**src/rtl/sl_pkg.sv**
```systemverilog
package sl_pkg;
    localparam int REF_W      = 14;
    localparam int SWL_W      = 7;
    localparam int MAIN_W     = 11;
    localparam int SR_W       = 1 + SWL_W + MAIN_W;
    localparam int REF_WORD_W = 1 + REF_W + 2;
    localparam int REF_MIN    = 6;
    localparam int MAIN_MIN   = 5;
    localparam int SYNC_N     = 2;

    typedef enum logic {
        DEST_DIV = 1'b0,
        DEST_REF = 1'b1
    } dest_e;

    typedef struct packed {
        logic             pwr_on;
        logic             small_mod;
        logic [REF_W-1:0] ratio;
    } ref_cfg_t;

    typedef struct packed {
        logic [MAIN_W-1:0] main;
        logic [SWL_W-1:0]  swallow;
    } div_cfg_t;

    function automatic logic ref_legal(input ref_cfg_t c);
        return c.ratio >= REF_W'(REF_MIN);
    endfunction

    function automatic logic div_legal(input div_cfg_t c);
        return c.main >= MAIN_W'(MAIN_MIN);
    endfunction
endpackage

```
**src/rtl/sl_sync.sv**
```systemverilog
module sl_sync #(
    parameter int STAGES = 2,
    parameter bit EDGE   = 1'b0
) (
    input  logic clk,
    input  logic rst,
    input  logic din,
    output logic q
);
    logic [STAGES-1:0] tap;

    always_ff @(posedge clk) begin
        if (rst) tap <= '0;
        else     tap <= {tap[STAGES-2:0], din};
    end

    generate
        if (EDGE) begin : g_edge
            logic prev;
            always_ff @(posedge clk) begin
                if (rst) prev <= 1'b0;
                else     prev <= tap[STAGES-1];
            end
            assign q = tap[STAGES-1] & ~prev;

            // an edge pulse never lasts two cycles
            assert_single_pulse_R9: assert property (@(posedge clk) disable iff (rst)
                q |=> !q);
        end else begin : g_level
            assign q = tap[STAGES-1];
        end
    endgenerate
endmodule

```
**src/rtl/sl_shifter.sv**
```systemverilog
module sl_shifter #(
    parameter int W = 19
) (
    input  logic         clk,
    input  logic         rst,
    input  logic         shift,
    input  logic         bit_in,
    output logic [W-1:0] q
);
    always_ff @(posedge clk) begin
        if (rst)        q <= '0;
        else if (shift) q <= {q[W-2:0], bit_in};
    end

    // without a clock edge the register holds
    assert_hold_idle_R1: assert property (@(posedge clk) disable iff (rst)
        !shift |=> $stable(q));
endmodule

```
**src/rtl/sl_ref_latch.sv**
```systemverilog
module sl_ref_latch
    import sl_pkg::*;
(
    input  logic     clk,
    input  logic     rst,
    input  logic     load,
    input  ref_cfg_t cand,
    output ref_cfg_t cfg,
    output logic     upd,
    output logic     reject
);
    logic legal;
    assign legal = ref_legal(cand);

    always_ff @(posedge clk) begin
        if (rst) begin
            cfg    <= '0;
            upd    <= 1'b0;
            reject <= 1'b0;
        end else begin
            upd    <= load & legal;
            reject <= load & ~legal;
            if (load && legal) cfg <= cand;
        end
    end

    assert_ratio_floor_R5: assert property (@(posedge clk) disable iff (rst)
        upd |-> cfg.ratio >= REF_W'(REF_MIN));
    assert_reject_holds_R5: assert property (@(posedge clk) disable iff (rst)
        reject |-> $stable(cfg));
    assert_one_cycle_R4: assert property (@(posedge clk) disable iff (rst)
        upd |=> !upd);
endmodule

```
**src/rtl/sl_div_latch.sv**
```systemverilog
module sl_div_latch
    import sl_pkg::*;
(
    input  logic     clk,
    input  logic     rst,
    input  logic     load,
    input  div_cfg_t cand,
    output div_cfg_t cfg,
    output logic     upd,
    output logic     reject
);
    logic legal;
    assign legal = div_legal(cand);

    always_ff @(posedge clk) begin
        if (rst) begin
            cfg    <= '0;
            upd    <= 1'b0;
            reject <= 1'b0;
        end else begin
            upd    <= load & legal;
            reject <= load & ~legal;
            if (load && legal) cfg <= cand;
        end
    end

    assert_main_floor_R6: assert property (@(posedge clk) disable iff (rst)
        upd |-> cfg.main >= MAIN_W'(MAIN_MIN));
    assert_reject_holds_R6: assert property (@(posedge clk) disable iff (rst)
        reject |-> $stable(cfg));
endmodule

```
**src/rtl/serial_ratio_loader.sv**
```systemverilog
module serial_ratio_loader
    import sl_pkg::*;
(
    input  logic              clk,
    input  logic              rst,
    input  logic              ser_clk,
    input  logic              ser_data,
    input  logic              ser_le,
    output logic [REF_W-1:0]  ref_ratio,
    output logic              presc_small,
    output logic              pwr_on,
    output logic [SWL_W-1:0]  swallow,
    output logic [MAIN_W-1:0] main_count,
    output logic              ref_upd,
    output logic              div_upd,
    output logic              ref_reject,
    output logic              div_reject
);
    localparam int NIN = 3;
    localparam bit [NIN-1:0] EDGE_SEL = 3'b101;

    logic [NIN-1:0] raw, syn;
    assign raw = {ser_le, ser_data, ser_clk};

    genvar g;
    generate
        for (g = 0; g < NIN; g++) begin : g_sync
            sl_sync #(.STAGES(SYNC_N), .EDGE(EDGE_SEL[g])) u_sync (
                .clk (clk),
                .rst (rst),
                .din (raw[g]),
                .q   (syn[g])
            );
        end
    endgenerate

    logic            clk_rise, data_s, le_rise;
    logic [SR_W-1:0] sr;
    dest_e           dest;

    assign clk_rise = syn[0];
    assign data_s   = syn[1];
    assign le_rise  = syn[2];

    sl_shifter #(.W(SR_W)) u_shift (
        .clk    (clk),
        .rst    (rst),
        .shift  (clk_rise),
        .bit_in (data_s),
        .q      (sr)
    );

    assign dest = dest_e'(sr[0]);

    ref_cfg_t ref_cfg;
    div_cfg_t div_cfg;

    sl_ref_latch u_ref (
        .clk    (clk),
        .rst    (rst),
        .load   (le_rise && dest == DEST_REF),
        .cand   (ref_cfg_t'(sr[REF_WORD_W-1:1])),
        .cfg    (ref_cfg),
        .upd    (ref_upd),
        .reject (ref_reject)
    );

    sl_div_latch u_div (
        .clk    (clk),
        .rst    (rst),
        .load   (le_rise && dest == DEST_DIV),
        .cand   (div_cfg_t'(sr[SR_W-1:1])),
        .cfg    (div_cfg),
        .upd    (div_upd),
        .reject (div_reject)
    );

    assign ref_ratio   = ref_cfg.ratio;
    assign presc_small = ref_cfg.small_mod;
    assign pwr_on      = ref_cfg.pwr_on;
    assign swallow     = div_cfg.swallow;
    assign main_count  = div_cfg.main;

    assert_one_dest_R7: assert property (@(posedge clk) disable iff (rst)
        $onehot0({ref_upd, div_upd, ref_reject, div_reject}));
    assert_div_untouched_R7: assert property (@(posedge clk) disable iff (rst)
        (ref_upd || ref_reject) |-> $stable(div_cfg));
    assert_ref_untouched_R7: assert property (@(posedge clk) disable iff (rst)
        (div_upd || div_reject) |-> $stable(ref_cfg));
endmodule

```
**config.mk**
```make
export PLATFORM = sky130hd
export DESIGN_NAME = serial_ratio_loader
export DESIGN_NICKNAME = d
export VERILOG_FILES = /design/src/rtl/sl_pkg.sv /design/src/rtl/sl_sync.sv /design/src/rtl/sl_shifter.sv /design/src/rtl/sl_ref_latch.sv /design/src/rtl/sl_div_latch.sv /design/src/rtl/serial_ratio_loader.sv
export SDC_FILE = /design/constraint.sdc
export NUM_CORES = 1
export LEC_CHECK = 0
export BUFFER_PORTS_ARGS = -buffer_cell sky130_fd_sc_hd__buf_2
export CORE_ASPECT_RATIO = 1.1
export CORE_MARGIN = 2
export CORE_UTILIZATION = 32
export CTS_CLUSTER_SIZE = 14
export DETAILED_ROUTE_END_ITERATION = 7
export GPL_TIMING_DRIVEN = 0
export PLACE_DENSITY_LB_ADDON = 0.3
export REMOVE_ABC_BUFFERS = 1
export SLEW_MARGIN = 20
export SYNTH_ARGS = -nofsm -noshare
export SYNTH_HDL_FRONTEND = slang
export SYNTH_SLANG_ARGS = --single-unit
```
**constraint.sdc**
```tcl
create_clock -name clk -period 3.3 [get_ports clk]
set_input_delay 0.165 -clock clk [delete_from_list [all_inputs] [get_ports clk]]
set_output_delay 0.165 -clock clk [all_outputs]
set_load 0.005 [all_outputs]
```
=== Yosys cells after proc, flatten, opt, wreduce, memory -nomap -nowiden ===
Index checks and enable logic that the tools add are counted.

* Register bits: 65
* Input bits: 5
* Word-level logic and storage cells: 32

* Order comparisons: 2
* Bitwise gates (word level): 11
* Reductions and logical operators: 4

{| class="wikitable"
|+ Operators by type and width
! operator !! number
|-
| $ge 14x3->1 const B || 1
|-
| $ge 11x3->1 const B || 1
|-
| $and 1x1->1 || 6
|-
| $not 1->1 || 5
|-
| $logic_and 1x1->1 || 4
|}

=== Depth between registers and ports, before layout ===
Gate-level depths: netlist of the first run.

* Depth in word-level cells: 4
* Gate-level depth with buffers: 6
* Mapped depth without buffers: 4

=== Hierarchy ===
A second synthesis of the first run with hierarchy kept.

* Cells, all modules: 209
* Area, all modules: 2431.1 sq um

{| class="wikitable"
|+ Modules (own cells, without submodules)
! module !! instances !! cells each !! area an instance (sq um)
|-
| sl_ref_latch || 1 || 79 || 828.3
|-
| sl_shifter || 1 || 61 || 683.2
|-
| sl_div_latch || 1 || 49 || 675.6
|-
| sl_sync at g_sync[0].u_sync ... || 2 || 7 || 87.6
|-
| sl_sync at g_sync[1].u_sync || 1 || 4 || 52.6
|-
| serial_ratio_loader || 1 || 2 || 16.3
|}

=== Worst setup path after synthesis of the first run ===
Ideal clock, no wire load.

* Kind: reg2reg
* From: register u_shift.q[0]
* To: register u_div.cfg[0] (netlist bit)
* Arrival time: 1.504 ns
* Required time: 3.175 ns
* Slack: 1.671 ns
* Stages on the path, launching flop included: 6
* Buffers on the path: 1
* Period minus slack after synthesis: 1.629 ns
* Path through: dfxtp_1 or3b_1 a31oi_2 buf_6 mux2i_1 nor2_1

* Cells in the longest elaborated chain, start to end: 3

{| class="wikitable"
|+ RTL lines
! element !! RTL line !! RTL
|-
| start, declared || sl_shifter.sv:8 || <nowiki>output logic [W-1:0] q</nowiki>
|-
| start signal, assigned || sl_shifter.sv:12 || <nowiki>else if (shift) q <= {q[W-2:0], bit_in};</nowiki>
|-
| $not 1->1 || serial_ratio_loader.sv:71 || <nowiki>.load (le_rise && dest == DEST_DIV),</nowiki>
|-
| $logic_and 1x1->1 || serial_ratio_loader.sv:71 ||
|-
| $logic_and 1x1->1 || sl_div_latch.sv:23 || <nowiki>if (load && legal) cfg <= cand;</nowiki>
|-
| end signal, assigned || sl_div_latch.sv:23 ||
|-
| end, declared || sl_div_latch.sv:8 || <nowiki>output div_cfg_t cfg,</nowiki>
|}

Every way passes these cells.
A chain may end at the register's enable or synchronous reset.

=== Final worst setup path of the first run ===
* From: register u_shift.q[0]
* To: register u_div.cfg[17] (netlist bit)

Same word-level chain as after synthesis.

==> impl_metrics.env, run 1 <==
export IMPL_status="finished, final reports clean"
export IMPL_die_y_um=95.1
export IMPL_synthToLayoutAreaGrowth_pct=19.4
export IMPL_ant_nets=0
export IMPL_slew_violations=0
export IMPL_yosys_warnings=0
export IMPL_cts_root_buffer="clkbuf_8"
export IMPL_start_util=0.327
export IMPL_drive_above_1_share=0.211
export IMPL_io_buffers=42
export IMPL_layout_setup_ws_ps=1270
export IMPL_die_w_um=86.8
export IMPL_internal_power_mw=1.28
export IMPL_synth_area_per_cell_um2=9.77
export IMPL_ir_worst_vdd_uv=217
export IMPL_p_comb_frac=0.019
export IMPL_worst_pin_slew_ps=779
export IMPL_dpl_hpwl_um=2840
export IMPL_antenna_cells=0
export IMPL_slowest_stage="a31oi_4"
export IMPL_ys_top_cells_by_area="dfxtp_1, mux2i_1, nand2b_1"
export IMPL_drt_iter0_markers=73
export IMPL_h_tree_depth=3
export IMPL_post_cts_buffers=0
export IMPL_cts_sinks=65
export IMPL_arrival_ps=2260
export IMPL_fin_crit_ps=2030
export IMPL_grt_setup_unrepaired="false"
export IMPL_gp_congestion=0.700
export IMPL_required_ps=3530
export IMPL_worstSkewPairLatency_ps=340
export IMPL_leakage_nw=1.11
export IMPL_num_io_pins=43
export IMPL_synth_top_cell_area_share=0.539
export IMPL_hold_buffers=0
export IMPL_multi_input_area_um2=1030
export IMPL_grt_max_degree=74
export IMPL_finalSetupTns_ps=0
export IMPL_slowest_delay_ps=640
export IMPL_num_rows=33
export IMPL_drc=0
export IMPL_slew_headroom=0.481
export IMPL_dr_pass1_iters=4
export IMPL_cts_clk_slew_worst_paths_ps=70
export IMPL_post_cts_resize_count=0
export IMPL_power_frac_seq=0.497
export IMPL_cp_end_kind="register"
export IMPL_syn_area_um2=2410
export IMPL_synth_top_cell_by_area="dfxtp_1"
export IMPL_switchingPower_mw=0.306
export IMPL_antenna_found_initial=0
export IMPL_seq_area_frac_synth=0.539
export IMPL_critPathKind="register to register"
export IMPL_synth_seq_cells=65
export IMPL_grt_usage=0.124
export IMPL_power_switching_share=0.193
export IMPL_grt_pass1_wl_um=7770
export IMPL_critPathMaxFanout=15
export IMPL_synthCells=247
export IMPL_place_ws_ps=1250
export IMPL_synth_cell_types=26
export IMPL_finalCritPeriodShare=0.616
export IMPL_grt_overflow=0
export IMPL_clock_power_share=0.483
export IMPL_maxCapViolations=0
export IMPL_cts_tree="built"
export IMPL_vias=1712
export IMPL_worstPathCellList="or3b_1 > a31oi_4 > nor2_1 > a22o_1"
export IMPL_finalHoldViolations=0
export IMPL_numCtsBuffers=9
export IMPL_final_setup_skew_ps=9.40
export IMPL_layout_nets=290
export IMPL_first_global_vias=1562
export IMPL_core_area_um2=7390
export IMPL_setup_viol=0
export IMPL_clock_fmax_ghz=0.492
export IMPL_wl_per_cell_um=12.3
export IMPL_clock_path_buffers=2
export IMPL_power_density_nw_per_um2=552
export IMPL_setup_worst_path_start_class="register"
export IMPL_regArea_um2=1300
export IMPL_routed_wl_um=4620
export IMPL_n_fill_cell=757
export IMPL_viasPerCell=4.55
export IMPL_dieArea_um2=8250
export IMPL_min_path_type="primary input to register"
layout make-up:
cell class | count | area share
flip-flops and latches | 65 | 0.452
multi-input cells | 166 | 0.356
repair buffers | 42 | 0.0738
clock buffers | 13 | 0.0586
well taps | 87 | 0.0378
clock inverters | 2 | 0.0208
inverters | 1 | 0.00130
placed cells by master, fill, tap and decap left out, drive strengths merged, types with 2 or more instances in the layout:
cell type  count
dfxtp         65
nand2b        32
nor2b          9
mux2i         29
clkbuf        13
o21ai          2
nor3           2
a21oi         19
nand3          2
nor2          17
a22o           4
nor4           3
buf           42
nand2         40
bufinv         2
flip-flops by register name, summed over array words and instances (netlist names):
name	cells
u_div.upd	1
u_ref.reject	1
g_sync.u_sync.g_edge.prev	2
g_sync.u_sync.tap	6
u_shift.q	19
u_ref.upd	1
u_div.cfg	18
u_div.reject	1
u_ref.cfg	16
cells by family after synthesis:
kind of cell | share of synthesized area
AOI/OAI and AO/OA | 0.0632
muxes | 0.120
DFF | 0.539
and+or+nand+nor | 0.237
buffers and inverters | 0.0404
synthesized netlist by cell type, drive strengths merged:
library cell  instances
nor2b                 9
a21oi                19
and4b                 1
dfxtp                65
or3b                  1
and3                  1
nand4                 1
clkbuf                8
inv                   1
mux2i                29
buf                   6
nand3                 2
nor4                  3
nor3                  2
o21ai                 2
dlygate4sd3           1
a31oi                 1
and2                  1
nand2                40
nor2                 17
or2b                  1
nand2b               32
a22o                  4
per-stage QoR:
step                      cells  area, um^2  hold slack, ps  power [mW]  utilization
final                       376        2880            33.1        1.59        0.390
after global routing        376        2880            22.9        1.65        0.390
after CTS                   376        2880            18.2        1.61        0.390
after detailed placement    361        2650             378       0.840        0.359
after global placement      361        2640             376       0.839        0.357
after floorplan             232        2320             234       0.822            -
worst max-delay path, delay by kind of cell (launching register included):
family	cells	cell delay, ps
simple gates	2	630
compound gates	2	920
flops	1	370
power groups by stage:
stage / Clock [mW] / Combinational, mW / Sequential [mW]
floorplan: 0 / 0.0145 / 0.808
global route: 0.825 / 0.0348 / 0.790
CTS: 0.790 / 0.0316 / 0.790
finish: 0.769 / 0.0310 / 0.791
global placement: 0 / 0.0310 / 0.808
detailed placement: 0 / 0.0317 / 0.808
per-layer routing:
layer,part of all wire,GRT usage
met2,0.44,0.186
met4,0.021,0.0703
met3,0.045,0.0381
met1,0.49,0.156
met5,0,0
final timing paths:
check | from | to | slack, ps | depth (start not counted)
setup / recovery | u_shift.q[0] | u_div.cfg[17] | 1270 | 4
hold / removal | ser_clk | g_sync[0].u_sync.tap[0] | 30 | 2
setup reg to reg | u_shift.q[0] | u_div.cfg[17] | 1270 | 4
hold reg to reg | g_sync[1].u_sync.tap[0] | g_sync[1].u_sync.tap[1] | 440 | 1
Note: power is estimated with default switching activity, not from simulation.
==> run 2: changes to the inputs <==
--- a/config.mk
+++ b/config.mk
@@ -5,6 +5,7 @@
 export SDC_FILE = /design/constraint.sdc
 export NUM_CORES = 1
 export LEC_CHECK = 0
+export ABC_AREA = 1
 export BUFFER_PORTS_ARGS = -buffer_cell sky130_fd_sc_hd__buf_2
 export CORE_ASPECT_RATIO = 1.1
 export CORE_MARGIN = 2
==> constraint.sdc (replaced) <==
create_clock -name clk -period 1.6 [get_ports clk]
set_input_delay 0.08 -clock clk [delete_from_list [all_inputs] [get_ports clk]]
set_output_delay 0.08 -clock clk [all_outputs]
set_load 0.005 [all_outputs]
==> impl_metrics.env, run 2 <==
export IMPL_critPathLaunch="u_shift.q[9]"
export IMPL_antenna_cells=0
export IMPL_routed_wl_um=5210
export IMPL_slowest_delay_ps=310
export IMPL_cts_clk_slew_worst_paths_ps=70
export IMPL_dieArea_um2=8680
export IMPL_async_flop_share=0
export IMPL_cts_tree="built"
export IMPL_layout_common_cells="dfxtp_1, a21oi_1, nor2_1"
export IMPL_drc=0
export IMPL_required_ps=1880
export IMPL_reg_top3="u_shift.q (19), u_div.cfg (18), u_ref.cfg (16)"
export IMPL_clock_power_share=0.404
export IMPL_finalCritPeriodShare=0.869
export IMPL_slew_headroom=0.605
export IMPL_grt_overflow=0
export IMPL_design_area_um2=3120
export IMPL_cts_root_buffer="clkbuf_8"
export IMPL_p_comb_frac=0.113
export IMPL_dpl_hpwl_um=3220
export IMPL_synth_top_cell_by_area="dfxtp_1"
export IMPL_critical_path_buf_inv_count=1
export IMPL_crit_end="u_ref.cfg[10]"
export IMPL_grt_usage=0.132
export IMPL_place_area_um2=2800
export IMPL_antenna_found_initial=0
export IMPL_first_global_vias=1927
export IMPL_ir_worst_vdd_uv=446
export IMPL_min_path_type="register to register"
export IMPL_worst_pin_slew_ps=592
export IMPL_synthCells=325
export IMPL_regMostFlops="u_shift.q"
export IMPL_slowest_stage="dfxtp_1"
export IMPL_core_area_um2=7830
export IMPL_synth_top_cell_area_share=0.512
export IMPL_setup_viol=0
export IMPL_num_io_pins=43
export IMPL_grt_setup_unrepaired="false"
export IMPL_die_y_um=97.5
export IMPL_cp_depth=7
export IMPL_clock_fmax_ghz=0.720
export IMPL_synth_area_per_cell_um2=7.83
export IMPL_power_switching_share=0.250
export IMPL_p_total_mw=3.54
export IMPL_die_w_um=89.0
export IMPL_slew_violations=0
export IMPL_synth_cell_types=16
export IMPL_grt_max_degree=56
export IMPL_viasPerCell=4.45
export IMPL_wl_per_cell_um=10.8
export IMPL_reg2reg_slack_ps=210
export IMPL_final_setup_skew_ps=6.60
export IMPL_mostFrequentLayoutCell="dfxtp_1"
export IMPL_numCtsBuffers=9
export IMPL_seq_area_frac_synth=0.512
export IMPL_status="finished, final reports clean"
export IMPL_synth_edf_count=0
export IMPL_yosys_warnings=0
export IMPL_synth_seq_cells=65
export IMPL_ys_top_cells_by_area="dfxtp_1, a21oi_1, nor2_1"
export IMPL_syn_area_um2=2540
export IMPL_ant_nets=0
export IMPL_clock_path_buffers=2
export IMPL_gp_congestion=0.706
export IMPL_reg2reg_to="u_ref.cfg[10]"
export IMPL_io_buffers=42
export IMPL_power_frac_seq=0.483
export IMPL_drt_iter0_markers=84
export IMPL_power_density_nw_per_um2=1130
export IMPL_layout_nets=373
export IMPL_synthToLayoutAreaGrowth_pct=22.7
export IMPL_dr_pass1_iters=4
export IMPL_synth_common_cells="dfxtp_1, a21oi_1, nor2_1"
export IMPL_cts_sinks=65
export IMPL_leakage_nw=1.36
export IMPL_synthFlopType="dfxtp_1"
export IMPL_worstSkewPairLatency_ps=340
export IMPL_drive_above_1_share=0.193
export IMPL_critPathMaxFanout=33
export IMPL_critPathKind="register to register"
export IMPL_cp_end_kind="register"
export IMPL_arrival_ps=1670
export IMPL_setup_worst_path_start_class="register"
export IMPL_num_rows=34
export IMPL_start_util=0.325
export IMPL_cpLargestDelayFamily="simple AND/OR/NAND/NOR gates"
export IMPL_internal_power_mw=2.66
export IMPL_regToRegStartpoint="u_shift.q[9]"
export IMPL_grt_pass1_wl_um=8810
export IMPL_finalHoldViolations=0
export IMPL_switchingPower_mw=0.886
export IMPL_maxCapViolations=0
export IMPL_fin_crit_ps=1390
export IMPL_h_tree_depth=3
export IMPL_vias=2141
export IMPL_worstPathCellList="inv_1 > nand2_1 > nor2_1 > nand2_4 > nand3_1 > nand2_1 > nor2_1"
export IMPL_synth_most_common_cell="dfxtp_1"
export IMPL_largest_reg_flops=19
export IMPL_reg2reg_depth=7
==> run 2: changes by cell type after synthesis, sizes merged, moves of 17 or more <==
cell,before,now
a21oi,19,55
nor2,17,54
inv,1,29
o21ai,2,19
nand3,2,34
mux2i,29,0
nand2b,32,0
==> run 2: cells by family (layout without fill, tap and decap cells) <==
group / Yosys count / count (layout) / synth area share
buffers and inverters: 51 / 99 / 0.108
AO/OA/AOI/OAI: 74 / 74 / 0.146
flip-flops: 65 / 65 / 0.512
AND/OR/NAND/NOR: 135 / 135 / 0.235
==> run 2: how the worst min path moves through the flow <==
stage / slack (ps) / startpoint / depth (start not counted) / end
floorplan: 150 / rst / 1 / g_sync[0].u_sync.tap[0]
global placement: 280 / ser_clk / 3 / g_sync[0].u_sync.tap[0]
CTS: 410 / g_sync[1].u_sync.tap[0] / 2 / g_sync[1].u_sync.tap[1]
global route: 420 / g_sync[1].u_sync.tap[0] / 2 / g_sync[1].u_sync.tap[1]
finish: 400 / g_sync[2].u_sync.tap[0] / 2 / g_sync[2].u_sync.tap[1]
detailed placement: 290 / ser_le / 3 / g_sync[2].u_sync.tap[0]
==> run 2: worst reg2reg max path, stage by stage (launching register included) <==
cell and delay [ps]:
dfxtp_1 310, inv_1 100, nand2_1 80, nor2_1 240, nand2_4 270, nand3_1 160
nand2_1 60, nor2_1 110
==> run 2: final cells by class <==
class	instances	area (um^2)
Multi-Input combinational cell	209	975
Sequential cell	65	1300
Tap cell	108	135
Timing Repair Buffer	54	390
Clock inverter	2	35.0
Clock buffer	14	173
Fill cell	889	4710
Inverter	29	111
==> run 2: power groups by stage <==
| stage | Combinational (mW) | Clock [mW] | Sequential (mW) |
|---|---|---|---|
| after floorplan | 0.253 | 0 | 1.74 |
| after global placement | 0.366 | 0 | 1.74 |
| after detailed placement | 0.382 | 0 | 1.75 |
| after CTS | 0.401 | 1.49 | 1.71 |
| after global routing | 0.458 | 1.57 | 1.71 |
| final | 0.400 | 1.43 | 1.71 |
==> run 2: metal layers <==
metal / routed length, um / global-route usage / vias up
met5: 0 / 0 / -
met4: 143 / 0.0758 / 0
met3: 244 / 0.0476 / 12
met2: 2320 / 0.193 / 40
met1: 2510 / 0.164 / 956
li1: - / - / 1133
==> run 2: repair_timing <==
action,in CTS,in global routing
gates resized for setup,0,3
buffers inserted,2,0
endpoints found under the setup margin,20,35
hold endpoints to repair,7,0
hold buffers,7,0
pin swaps,1,0
==> run 2: stage by stage <==
| stage | TNS [ps] | utilization | hold WS (ps) | std cells | setup WS [ps] |
|---|---|---|---|---|---|
| 2_1_floorplan | -2310 | - | 151 | 303 | -122 |
| 3_3_place_gp | -20270 | 0.348 | 283 | 453 | -540 |
| 3_5_place_dp | -529 | 0.357 | 288 | 456 | -60.8 |
| 4_1_cts | 0 | 0.398 | 408 | 481 | 21.8 |
| 5_1_grt | 0 | 0.399 | 423 | 481 | 41.9 |
| 6_report | 0 | 0.399 | 401 | 481 | 210 |
